<file path="src/rtl/tjg_pkg.sv">
package tjg_pkg;
    typedef enum logic [1:0] {
        ST_IDLE    = 2'd0,
        ST_TIMING  = 2'd1,
        ST_JABBED  = 2'd2
    } jab_state_e;
endpackage

</file>
<file path="src/rtl/tjg_activity.sv">
// Activity classifier: detects data transitions and stretches each one over
// an idle gap so that slow but continuous toggling still counts as activity.
module tjg_activity #(
    parameter int IDLE_GAP = 250
) (
    input  logic clk,
    input  logic rst_n,
    input  logic tx_en,
    input  logic tx_data,
    output logic active,
    output logic busy
);
    localparam int GAP_W = $clog2(IDLE_GAP + 1);

    logic             txd_q;
    logic [GAP_W-1:0] gap;
    logic             edge_now;
    logic             toggling;

    assign edge_now = (tx_data != txd_q);
    assign toggling = edge_now || (gap != '0);

    always_ff @(posedge clk or negedge rst_n) begin
        if (!rst_n) begin
            txd_q <= 1'b0;
            gap   <= '0;
        end else begin
            txd_q <= tx_data;
            if (edge_now)
                gap <= GAP_W'(IDLE_GAP);
            else if (gap != '0)
                gap <= gap - 1'b1;
        end
    end

    // Activity for the trip timer: either source suffices.
    assign active = tx_en || toggling;
    // Activity that blocks release: enable high and data still moving.
    assign busy   = tx_en && toggling;

    a_r7_gap_bound: assert property (@(posedge clk) disable iff (!rst_n)
        gap <= GAP_W'(IDLE_GAP));

    a_r7_edge_reload: assert property (@(posedge clk) disable iff (!rst_n)
        (tx_data != txd_q) |=> (gap == GAP_W'(IDLE_GAP)));
endmodule

</file>
<file path="src/rtl/tjg_timer.sv">
// Prescaled saturating interval timer. Cleared whenever run is low.
module tjg_timer #(
    parameter int PRESCALE = 1250,
    parameter int LIMIT    = 2000,
    parameter int CNT_W    = 16
) (
    input  logic clk,
    input  logic rst_n,
    input  logic run,
    output logic done
);
    logic [CNT_W-1:0] cnt;
    logic             tick;

    generate
        if (PRESCALE > 1) begin : g_pre
            localparam int PRE_W = $clog2(PRESCALE + 1);
            logic [PRE_W-1:0] pre;
            assign tick = run && (pre == PRE_W'(PRESCALE - 1));
            always_ff @(posedge clk or negedge rst_n) begin
                if (!rst_n)
                    pre <= '0;
                else if (!run || tick)
                    pre <= '0;
                else
                    pre <= pre + 1'b1;
            end
        end else begin : g_nopre
            assign tick = run;
        end
    endgenerate

    always_ff @(posedge clk or negedge rst_n) begin
        if (!rst_n)
            cnt <= '0;
        else if (!run)
            cnt <= '0;
        else if (tick && (cnt != CNT_W'(LIMIT)))
            cnt <= cnt + 1'b1;
    end

    assign done = (cnt == CNT_W'(LIMIT));

    a_r1_cnt_bound: assert property (@(posedge clk) disable iff (!rst_n)
        cnt <= CNT_W'(LIMIT));

    a_r3_clear_on_stop: assert property (@(posedge clk) disable iff (!rst_n)
        !run |=> (cnt == '0));
endmodule

</file>
<file path="src/rtl/tjg_fsm.sv">
// Three-state jabber controller.
module tjg_fsm
    import tjg_pkg::*;
(
    input  logic clk,
    input  logic rst_n,
    input  logic pwr_ok,
    input  logic active,
    input  logic busy,
    input  logic act_done,
    input  logic quiet_done,
    output logic act_run,
    output logic quiet_run,
    output logic jab_out
);
    jab_state_e st, st_nxt;

    // State register
    always_ff @(posedge clk or negedge rst_n) begin
        if (!rst_n)
            st <= ST_IDLE;
        else
            st <= st_nxt;
    end

    // Transitions
    always_comb begin
        st_nxt = st;
        if (!pwr_ok) begin
            st_nxt = ST_IDLE;                          // POWER_DROP
        end else begin
            unique case (st)
                ST_IDLE:   if (active) st_nxt = ST_TIMING;      // START
                ST_TIMING: begin
                    if (act_done)     st_nxt = ST_JABBED;       // TRIP
                    else if (!active) st_nxt = ST_IDLE;         // ABORT
                end
                ST_JABBED: if (quiet_done) st_nxt = ST_IDLE;    // RELEASE
                default:   st_nxt = ST_IDLE;
            endcase
        end
    end

    // Outputs
    always_comb begin
        act_run   = 1'b0;
        quiet_run = 1'b0;
        jab_out   = 1'b0;
        if (pwr_ok) begin
            unique case (st)
                ST_IDLE, ST_TIMING: act_run = active;
                ST_JABBED: begin
                    quiet_run = !busy;
                    jab_out   = 1'b1;
                end
                default: ;
            endcase
        end
    end

    a_r1_no_early_trip: assert property (@(posedge clk) disable iff (!rst_n)
        (st != ST_JABBED && !act_done) |=> (st != ST_JABBED));

    a_r4_hold_until_quiet: assert property (@(posedge clk) disable iff (!rst_n)
        (st == ST_JABBED && pwr_ok && !quiet_done) |=> (st == ST_JABBED));

    a_r8_idle_unpowered: assert property (@(posedge clk) disable iff (!rst_n)
        !pwr_ok |=> (st == ST_IDLE));
endmodule

</file>
<file path="src/rtl/tx_jabber_guard.sv">
module tx_jabber_guard #(
    parameter int PRESCALE    = 1250,
    parameter int ACT_LIMIT   = 2000,
    parameter int QUIET_LIMIT = 50000,
    parameter int IDLE_GAP    = 250,
    parameter int CNT_W       = 16
) (
    input  logic clk,
    input  logic rst_n,
    input  logic pwr_ok,
    input  logic tx_en,
    input  logic tx_data,
    output logic drv_off,
    output logic jab_flag,
    output logic coll_flag,
    output logic aux_off
);
    logic active, busy;
    logic act_run, quiet_run;
    logic act_done, quiet_done;
    logic jab_out;

    tjg_activity #(.IDLE_GAP(IDLE_GAP)) u_act (
        .clk(clk), .rst_n(rst_n), .tx_en(tx_en), .tx_data(tx_data),
        .active(active), .busy(busy)
    );

    tjg_timer #(.PRESCALE(PRESCALE), .LIMIT(ACT_LIMIT), .CNT_W(CNT_W)) u_trip (
        .clk(clk), .rst_n(rst_n), .run(act_run), .done(act_done)
    );

    tjg_timer #(.PRESCALE(PRESCALE), .LIMIT(QUIET_LIMIT), .CNT_W(CNT_W)) u_quiet (
        .clk(clk), .rst_n(rst_n), .run(quiet_run), .done(quiet_done)
    );

    tjg_fsm u_fsm (
        .clk(clk), .rst_n(rst_n), .pwr_ok(pwr_ok),
        .active(active), .busy(busy),
        .act_done(act_done), .quiet_done(quiet_done),
        .act_run(act_run), .quiet_run(quiet_run), .jab_out(jab_out)
    );

    assign drv_off   = jab_out;
    assign jab_flag  = jab_out;
    assign coll_flag = jab_out;
    assign aux_off   = jab_out;

    a_r8_no_flag_unpowered: assert property (@(posedge clk) disable iff (!rst_n)
        !pwr_ok |-> !jab_flag);

    a_r6_busy_blocks_release: assert property (@(posedge clk) disable iff (!rst_n)
        (jab_flag && busy && pwr_ok) |=> jab_flag);
endmodule

</file>
<file path="config.mk">
export PLATFORM = sky130hd
export DESIGN_NAME = tx_jabber_guard
export DESIGN_NICKNAME = d
export VERILOG_FILES = /design/src/rtl/tjg_pkg.sv /design/src/rtl/tjg_activity.sv /design/src/rtl/tjg_timer.sv /design/src/rtl/tjg_fsm.sv /design/src/rtl/tx_jabber_guard.sv
export SDC_FILE = /design/constraint.sdc
export NUM_CORES = 1
export LEC_CHECK = 0
export BUFFER_PORTS_ARGS = -buffer_cell sky130_fd_sc_hd__buf_2
export CELL_PAD_IN_SITES_DETAIL_PLACEMENT = 1
export CELL_PAD_IN_SITES_GLOBAL_PLACEMENT = 1
export CORE_UTILIZATION = 25
export DETAILED_ROUTE_END_ITERATION = 16
export PLACE_DENSITY_LB_ADDON = 0.1
export SLEW_MARGIN = 20
export SYNTH_ARGS = -nofsm -noshare
export SYNTH_HDL_FRONTEND = slang
export SYNTH_HIERARCHICAL = 1
export SYNTH_SLANG_ARGS = --single-unit
export TNS_END_PERCENT = 10
</file>
<file path="constraint.sdc">
create_clock -name clk -period 6.3 [get_ports clk]
set_input_delay 0.63 -clock clk [delete_from_list [all_inputs] [get_ports clk]]
set_output_delay 0.63 -clock clk [all_outputs]
set_load 0.01 [all_outputs]
</file>
==> metrics.yaml, run 1 <==
hpwl_mm: 5.67
gp_congestion: 0.727
setup_tns_ps: 0
dieArea_um2: 15100
grt_setup_unrepaired: "no"
power-per-cell-area_nw_per_um2: 266
synth_top_cell_by_area: "dfrtp_1"
boundaryPins: 9
critPathArrivalTime_ps: 2950
final_cell_mix: "dfrtp_1 (65), nor2_1 (36), nand2_1 (28)"
netlist_top_cells_area: "dfrtp_1 (44%), xor2_1 (4.3%), nor2_1 (3.7%)"
synthArstFlopShare_pct: 100
setup_viol: 0
synth_xor_area_share_pct: 5.50
syn-cell-area_um2: 3660
holdWs_ps: 446
synth_edf_count: 0
ir_drop_mv: 0.152
fin_cells: 562
worst_slew_pin_slew_ps: 897
final_common_cell: "dfrtp_1"
setup.worst_path.start_class: "flop"
grt_pass1_vias: 2940
ys_ff_latch: 65
max_slew_margin_pct: 40.2
finClkSkew_ps: 5.65
holdBufCountCts: 0
vias_per_cell: 4.92
synth_fa_ha_area_share_pct: 3.42
post_cts_resized: 0
status: "complete, no violations"
cp_num_buf_inv: 1
synth_top_family_by_area: "simple AND/OR/NAND/NOR gates"
synth_cells: 370
drtIter0Drc: 87
critical_path_class: "flop to flop"
p_leak_nw: 1.61
fp.dieW_um: 123
cts.sinks: 65
timing_hold_violations_final: 0
start_util_pct: 26.0
cts_tree: "built"
comb_power_share_pct: 4.1
numCtsBuffers: 9
grt.total_usage_pct: 13.1
synth-main-ff-cell: "dfrtp_1"
p_switching_mw: 0.231
postRouteAntennaNets: 0
synthesis.nets: 385
ys_seq_area_share_pct: 44.4
max_freq_ghz: 0.375
antenna_found_initial: 0
max_stage_delay_ps: 600
swShare_pct: 20.6
cp_top_family: "simple AND/OR/NAND/NOR gates"
diodes: 0
power_frac_seq_pct: 39.0
grt_pass1_wl_mm: 15.1
ys_types: 60
syn_to_final_growth_pct: 14.9
p_int_mw: 0.889
hp-class: "input port to flop"
post_cts_buffers: 0
grt_start_max_net_pins: 66
dp_cells: 546
cts_max_level: 3
nets: 392
yosys.area_share.simple_pct: 30.1
coreArea_um2: 14100
yosys_warnings: 6
drc: 0
crit_slowest_cell: "or4_1"
wl_per_cell_um: 15.1
root_buffer: "clkbuf_16"
cp-end-kind: "flop"
clkTransAtPathRegs_ps: 50
synth_compound_area_share_pct: 9.26
critPathMostFrequentCell: "nand2_1"
slew_violations: 0
die_y_um: 123
final_cell_area_um2: 4210
postSynthAreaPerCell_um2: 9.89
min_period_ps: 2670
synth_top_cell_area_share_pct: 44.4
worst_skew_pair.late_latency_ps: 340
drive_above_1_share_pct: 12.3
dr_total_vias: 2765
numPortBuffers: 8
fin_crit_sh_pct: 42.4
firstDrtPassIters: 4
cp_cell_sequence: "nor4_2 -> nand2_1 -> o21a_1 -> nor2b_4 -> inv_1 -> or4_1 -> nand2_1"
critPathRequiredTime_ps: 6580
grt-ovfl-total: 0
final_core_util_pct: 29.8
row_count: 43
routed_wl_mm: 8.46
crit_path_max_fanout: 15
pwr-share-clk_pct: 56.9
cts_buffer_depth: 2
max_cap_viol_count: 0
synthMuxAreaShare_pct: 2.46
dpl_cell_area_um2: 3830
synthesized netlist by cell type (all sizes together) (2+ instances only):
cell and count:
dfrtp 65, nor2 36, nand2 29, nand3 23
a21oi 20, xor2 18, inv 16, nand4 13
or4 13, buf 11, ha 10, o21ai 10
mux2i 9, o31ai 9, or3 9, nand2b 7
nor3 7, nor4 7, and3 6, and2 5
xnor2 5, and4 4, nor4b 4, clkbuf 3
nor4bb 3, o21bai 3, a211oi 2, and3b 2
nand4bb 2, nor2b 2, nor3b 2, o21a 2
worst reg2reg max path, cell delays in order (launching register included):
cell and delay, ps:
dfrtp_1 450, nor4_2 580, nand2_1 170, o21a_1 240, nor2b_4 210, inv_1 280
or4_1 600, nand2_1 80
area by class of cell:
type | instances | area (um^2)
clock inverter | 5 | 125
timing repair buffer | 10 | 55.1
sequential | 65 | 1630
multi-input combinational | 274 | 1860
tap | 180 | 225
clock buffer | 11 | 253
fill | 1618 | 9890
inverter | 17 | 63.8
metal layers:
layer  GRT usage [%]  vias to the layer above  wire (um)
li1                -                     1352          -
met1            16.1                     1388       4160
met2            21.7                       20       4010
met3            4.43                        5        209
met4            4.14                        0         80
met5               0                        -          0
power groups by stage:
stage | combinational, mW | clock [mW] | sequential [mW]
final | 0.0457 | 0.638 | 0.436
after CTS | 0.0484 | 0.661 | 0.436
after global placement | 0.0483 | 0 | 0.443
after floorplan | 0.0276 | 0 | 0.441
after detailed placement | 0.0480 | 0 | 0.444
after global routing | 0.0535 | 0.676 | 0.437
stage by stage:
step	setup slack (ps)	power (mW)
floorplan	4110	0.468
global placement	3660	0.491
detailed placement	3640	0.492
CTS	3610	1.15
global route	3390	1.17
finish	3630	1.12
sequential cells by signal, summed over array words and instances, names as in the netlist:
name and count:
u_act/gap 8, u_trip/cnt 16, u_trip/g_pre.pre 11, u_quiet/g_pre.pre 11, u_fsm/st 2, u_quiet/cnt 16, u_act/txd_q 1
path summary, 6_finish.rpt:
| check | from | end | slack, ps | cells past startpoint |
|---|---|---|---|---|
| max reg2reg | u_act/gap[3]$_DFFE_PN0P_ | u_quiet/cnt[10]$_DFFE_PN0P_ | 3630 | 7 |
| min reg2reg | u_fsm/st[1]$_DFFE_PN0P_ | u_fsm/st[0]$_DFFE_PN0P_ | 510 | 1 |
| min in group asynchronous | rst_n | u_trip/cnt[4]$_DFFE_PN0P_ | 500 | 2 |
| min | tx_data | u_act/txd_q$_DFF_PN0_ | 450 | 1 |
| max | u_act/gap[3]$_DFFE_PN0P_ | u_quiet/cnt[10]$_DFFE_PN0P_ | 3630 | 7 |
| max in group asynchronous | rst_n | u_quiet/cnt[3]$_DFFE_PN0P_ | 5200 | 2 |
cell families after synthesis:
group,Yosys count
AOI/OAI and AO/OA,54
xor gates and xnor gates,23
adders and majority gates,10
buffers and inverters,31
DFF,65
muxes,9
and+or+nand+nor,178
(Power assumes the default switching activity.)
==> inputs of run 2 (changes only) <==
- clock period: 6.3 -> 2.4 ns (I/O delays scaled with it)
==> run 2 against run 1 <==
Compared with the run above:
- clock-buffer cell count grew 1
- register-to-register slack got worse by 3400 ps
- die area did not move
- critical endpoint is now u_quiet/cnt[3]$_DFFE_PN0P_
- largest power group unchanged
==> metrics.yaml, run 2 (synthesized netlist as in run 1, its figures left out) <==
max_slew_margin_pct: 51.8  # was 40.2%
drive_above_1_share_pct: 14.4  # was 12.3%
clkTransAtPathRegs_ps: 50  # about the same
whs_endpoint: "u_act/txd_q$_DFF_PN0_"  # unchanged
cts_max_level: 3  # unchanged
firstDrtPassIters: 4  # unchanged
swShare_pct: 23.7  # was 20.6%
dr_total_vias: 2819  # was 2765
timing_hold_violations_final: 0  # unchanged
finClkSkew_ps: 7.71  # was 5.65 ps
max_stage_delay_ps: 390  # was 600 ps
numPortBuffers: 8  # unchanged
critPathArrivalTime_ps: 2450  # was 2950 ps
grt_pass1_wl_mm: 15.2  # was 15.1 mm
boundaryPins: 9  # unchanged
routed_wl_mm: 8.70  # was 8.46 mm
cts_tree: "built"  # unchanged
critPathRequiredTime_ps: 2660  # was 6580 ps
grt_pass1_vias: 2922  # was 2940
reg2regPathDepth: 10  # was 7
r2r_end: "u_quiet/cnt[3]$_DFFE_PN0P_"  # was u_quiet/cnt[10]$_DFFE_PN0P_
antenna_found_initial: 0  # unchanged
cts_buffer_depth: 2  # unchanged
r2r_slack_ps: 200  # was 3630 ps
ir_drop_mv: 0.229  # was 0.152 mV
fin_cells: 569  # was 562
slew_violations: 0  # unchanged
die_y_um: 123  # unchanged
hp-class: "input port to flop"  # unchanged
grt.total_usage_pct: 13.3  # was 13.1%
syn_to_final_growth_pct: 14.9  # unchanged
hold_start: "tx_data"  # unchanged
crit_slowest_cell: "dfrtp_1"  # was or4_1
r2r_start: "u_act/gap[0]$_DFFE_PN0P_"  # was u_act/gap[3]$_DFFE_PN0P_
status: "complete, no violations"  # unchanged
grt_start_max_net_pins: 29  # was 66
root_buffer: "clkbuf_16"  # unchanged
crit_path_max_fanout: 7  # was 15
diodes: 0  # unchanged
max_cap_viol_count: 0  # unchanged
final_cell_mix: "dfrtp_1 (65), nor2_1 (36), nand2_1 (28)"  # unchanged
setup_tns_ps: 0  # unchanged
nets: 402  # was 392
cts.sinks: 65  # unchanged
worst_slew_pin_slew_ps: 723  # was 897 ps
pwr-share-clk_pct: 47.9  # was 56.9%
p_leak_nw: 1.60  # was 1.61 nW
postRouteAntennaNets: 0  # unchanged
cp_top_family: "simple AND/OR/NAND/NOR gates"  # unchanged
power-per-cell-area_nw_per_um2: 585  # was 266 nW/um^2
hold_depth: 1  # unchanged
max_freq_ghz: 0.455  # was 0.375 GHz
grt_setup_unrepaired: "no"  # unchanged
fin_crit_sh_pct: 91.5  # was 42.4%
p_switching_mw: 0.582  # was 0.231 mW
p_int_mw: 1.88  # was 0.889 mW
numCtsBuffers: 9  # unchanged
cp_cell_sequence: "inv_2 -> ha_2 -> nor3b_4 -> nand2_1 -> o21a_1 -> nor2b_4 -> clkinvlp_4 -> buf_4 -> nor4_2 -> o21bai_1"  # was nor4_2 -> nand2_1 -> o21a_1 -> nor2b_4 -> inv_1 -> or4_1 -> nand2_1
min_period_ps: 2200  # was 2670 ps
worst_skew_pair.late_latency_ps: 340  # about the same
gp_congestion: 0.753  # was 0.727
dp_cells: 552  # was 546
vias_per_cell: 4.95  # was 4.92
hpwl_mm: 6.00  # was 5.67 mm
fp.dieW_um: 123  # unchanged
critical_path_class: "flop to flop"  # unchanged
setup_viol: 0  # unchanged
cp_num_buf_inv: 3  # was 1
drc: 0  # unchanged
grt-ovfl-total: 0  # unchanged
path_depth: 10  # was 7
wl_per_cell_um: 15.3  # was 15.1 um
final_common_cell: "dfrtp_1"  # unchanged
reg_top3: "u_quiet/cnt: 16 flops, u_trip/cnt: 16 flops"  # unchanged
start_util_pct: 26.0  # unchanged
drtIter0Drc: 125  # was 87
coreArea_um2: 14100  # unchanged
power_frac_seq_pct: 46.6  # was 39.0%
comb_power_share_pct: 5.5  # was 4.1%
setup.worst_path.start_class: "flop"  # unchanged
row_count: 43  # unchanged
cp-end-kind: "flop"  # unchanged
dieArea_um2: 15100  # unchanged
==> run 2: cell count changes in the layout (fill, tap and decap cells not counted), moves of 2 or more <==
cell       change
buf_4          +7
inv_1          -2
clkbuf_1       +2
buf_12         +2
bufinv_16      -4
==> run 2: per-stage QoR <==
step / setup slack, ps / util (%) / hold slack [ps] / total power [mW] / instance area [um^2]
finish: 205 / 29.8 / 59.1 / 2.46 / 4210
global route: 2.25 / 29.8 / 47.1 / 2.58 / 4210
CTS: 12.2 / 29.5 / 43.4 / 2.51 / 4160
detailed placement: 95.2 / 27.6 / 334 / 1.30 / 3900
global placement: 206 / 27.6 / 327 / 1.30 / 3900
floorplan: 209 / - / -55.6 / 1.23 / 3660
==> run 2: area by class of cell <==
| class | instances | area [um^2] |
|---|---|---|
| clock inverters | 1 | 5.00 |
| fillers | 1620 | 9890 |
| multi-input cells | 274 | 1880 |
| well taps | 180 | 225 |
| flip-flops and latches | 65 | 1630 |
| clock buffers | 12 | 246 |
| inverters | 17 | 67.6 |
| repair buffers | 20 | 158 |
==> run 2: routing by layer <==
metal / track usage, % / wire (um) / up-vias
li1: - / - / 1372
met1: 17.2 / 4300 / 1407
met2: 20.8 / 4010 / 28
met3: 2.58 / 185 / 12
met4: 7.76 / 206 / 0
met5: 0 / 0 / -
==> run 2: worst register-to-register path, delay by kind of cell (launching register included) <==
| family | cells | cell delay (ps) |
|---|---|---|
| compound gates | 2 | 370 |
| buf+inv | 3 | 450 |
| fa+ha+maj | 1 | 190 |
| simple gates | 4 | 720 |
| flops | 1 | 390 |
==> run 2: how the worst max path moves through the flow <==
stage / slack [ps] / to / from
final: 200 / u_quiet/cnt[3]$_DFFE_PN0P_ / u_act/gap[0]$_DFFE_PN0P_
after floorplan: 210 / u_trip/g_pre.pre[2]$_DFF_PN0_ / u_act/gap[3]$_DFFE_PN0P_
after global placement: 210 / u_quiet/cnt[10]$_DFFE_PN0P_ / u_act/gap[0]$_DFFE_PN0P_
after global routing: 2 / u_quiet/cnt[3]$_DFFE_PN0P_ / u_act/gap[0]$_DFFE_PN0P_
after CTS: 10 / u_quiet/cnt[3]$_DFFE_PN0P_ / u_act/gap[0]$_DFFE_PN0P_
after detailed placement: 100 / u_quiet/cnt[3]$_DFFE_PN0P_ / u_act/gap[0]$_DFFE_PN0P_
==> run 2: power by group through the flow <==
stage / clock network [mW] / registers (mW) / logic (mW)
after detailed placement: 0 / 1.16 / 0.135
after global placement: 0 / 1.16 / 0.135
after CTS: 1.23 / 1.14 / 0.136
final: 1.18 / 1.15 / 0.135
after global routing: 1.27 / 1.15 / 0.156
after floorplan: 0 / 1.16 / 0.0723
==> run 2: repair_timing <==
item | in CTS | in global routing
hold buffers | 1 | 0
gates resized for setup | 0 | 6
hold endpoints to repair | 23 | 0
endpoints found under the setup margin | 0 | 17
buffers inserted | 0 | 3
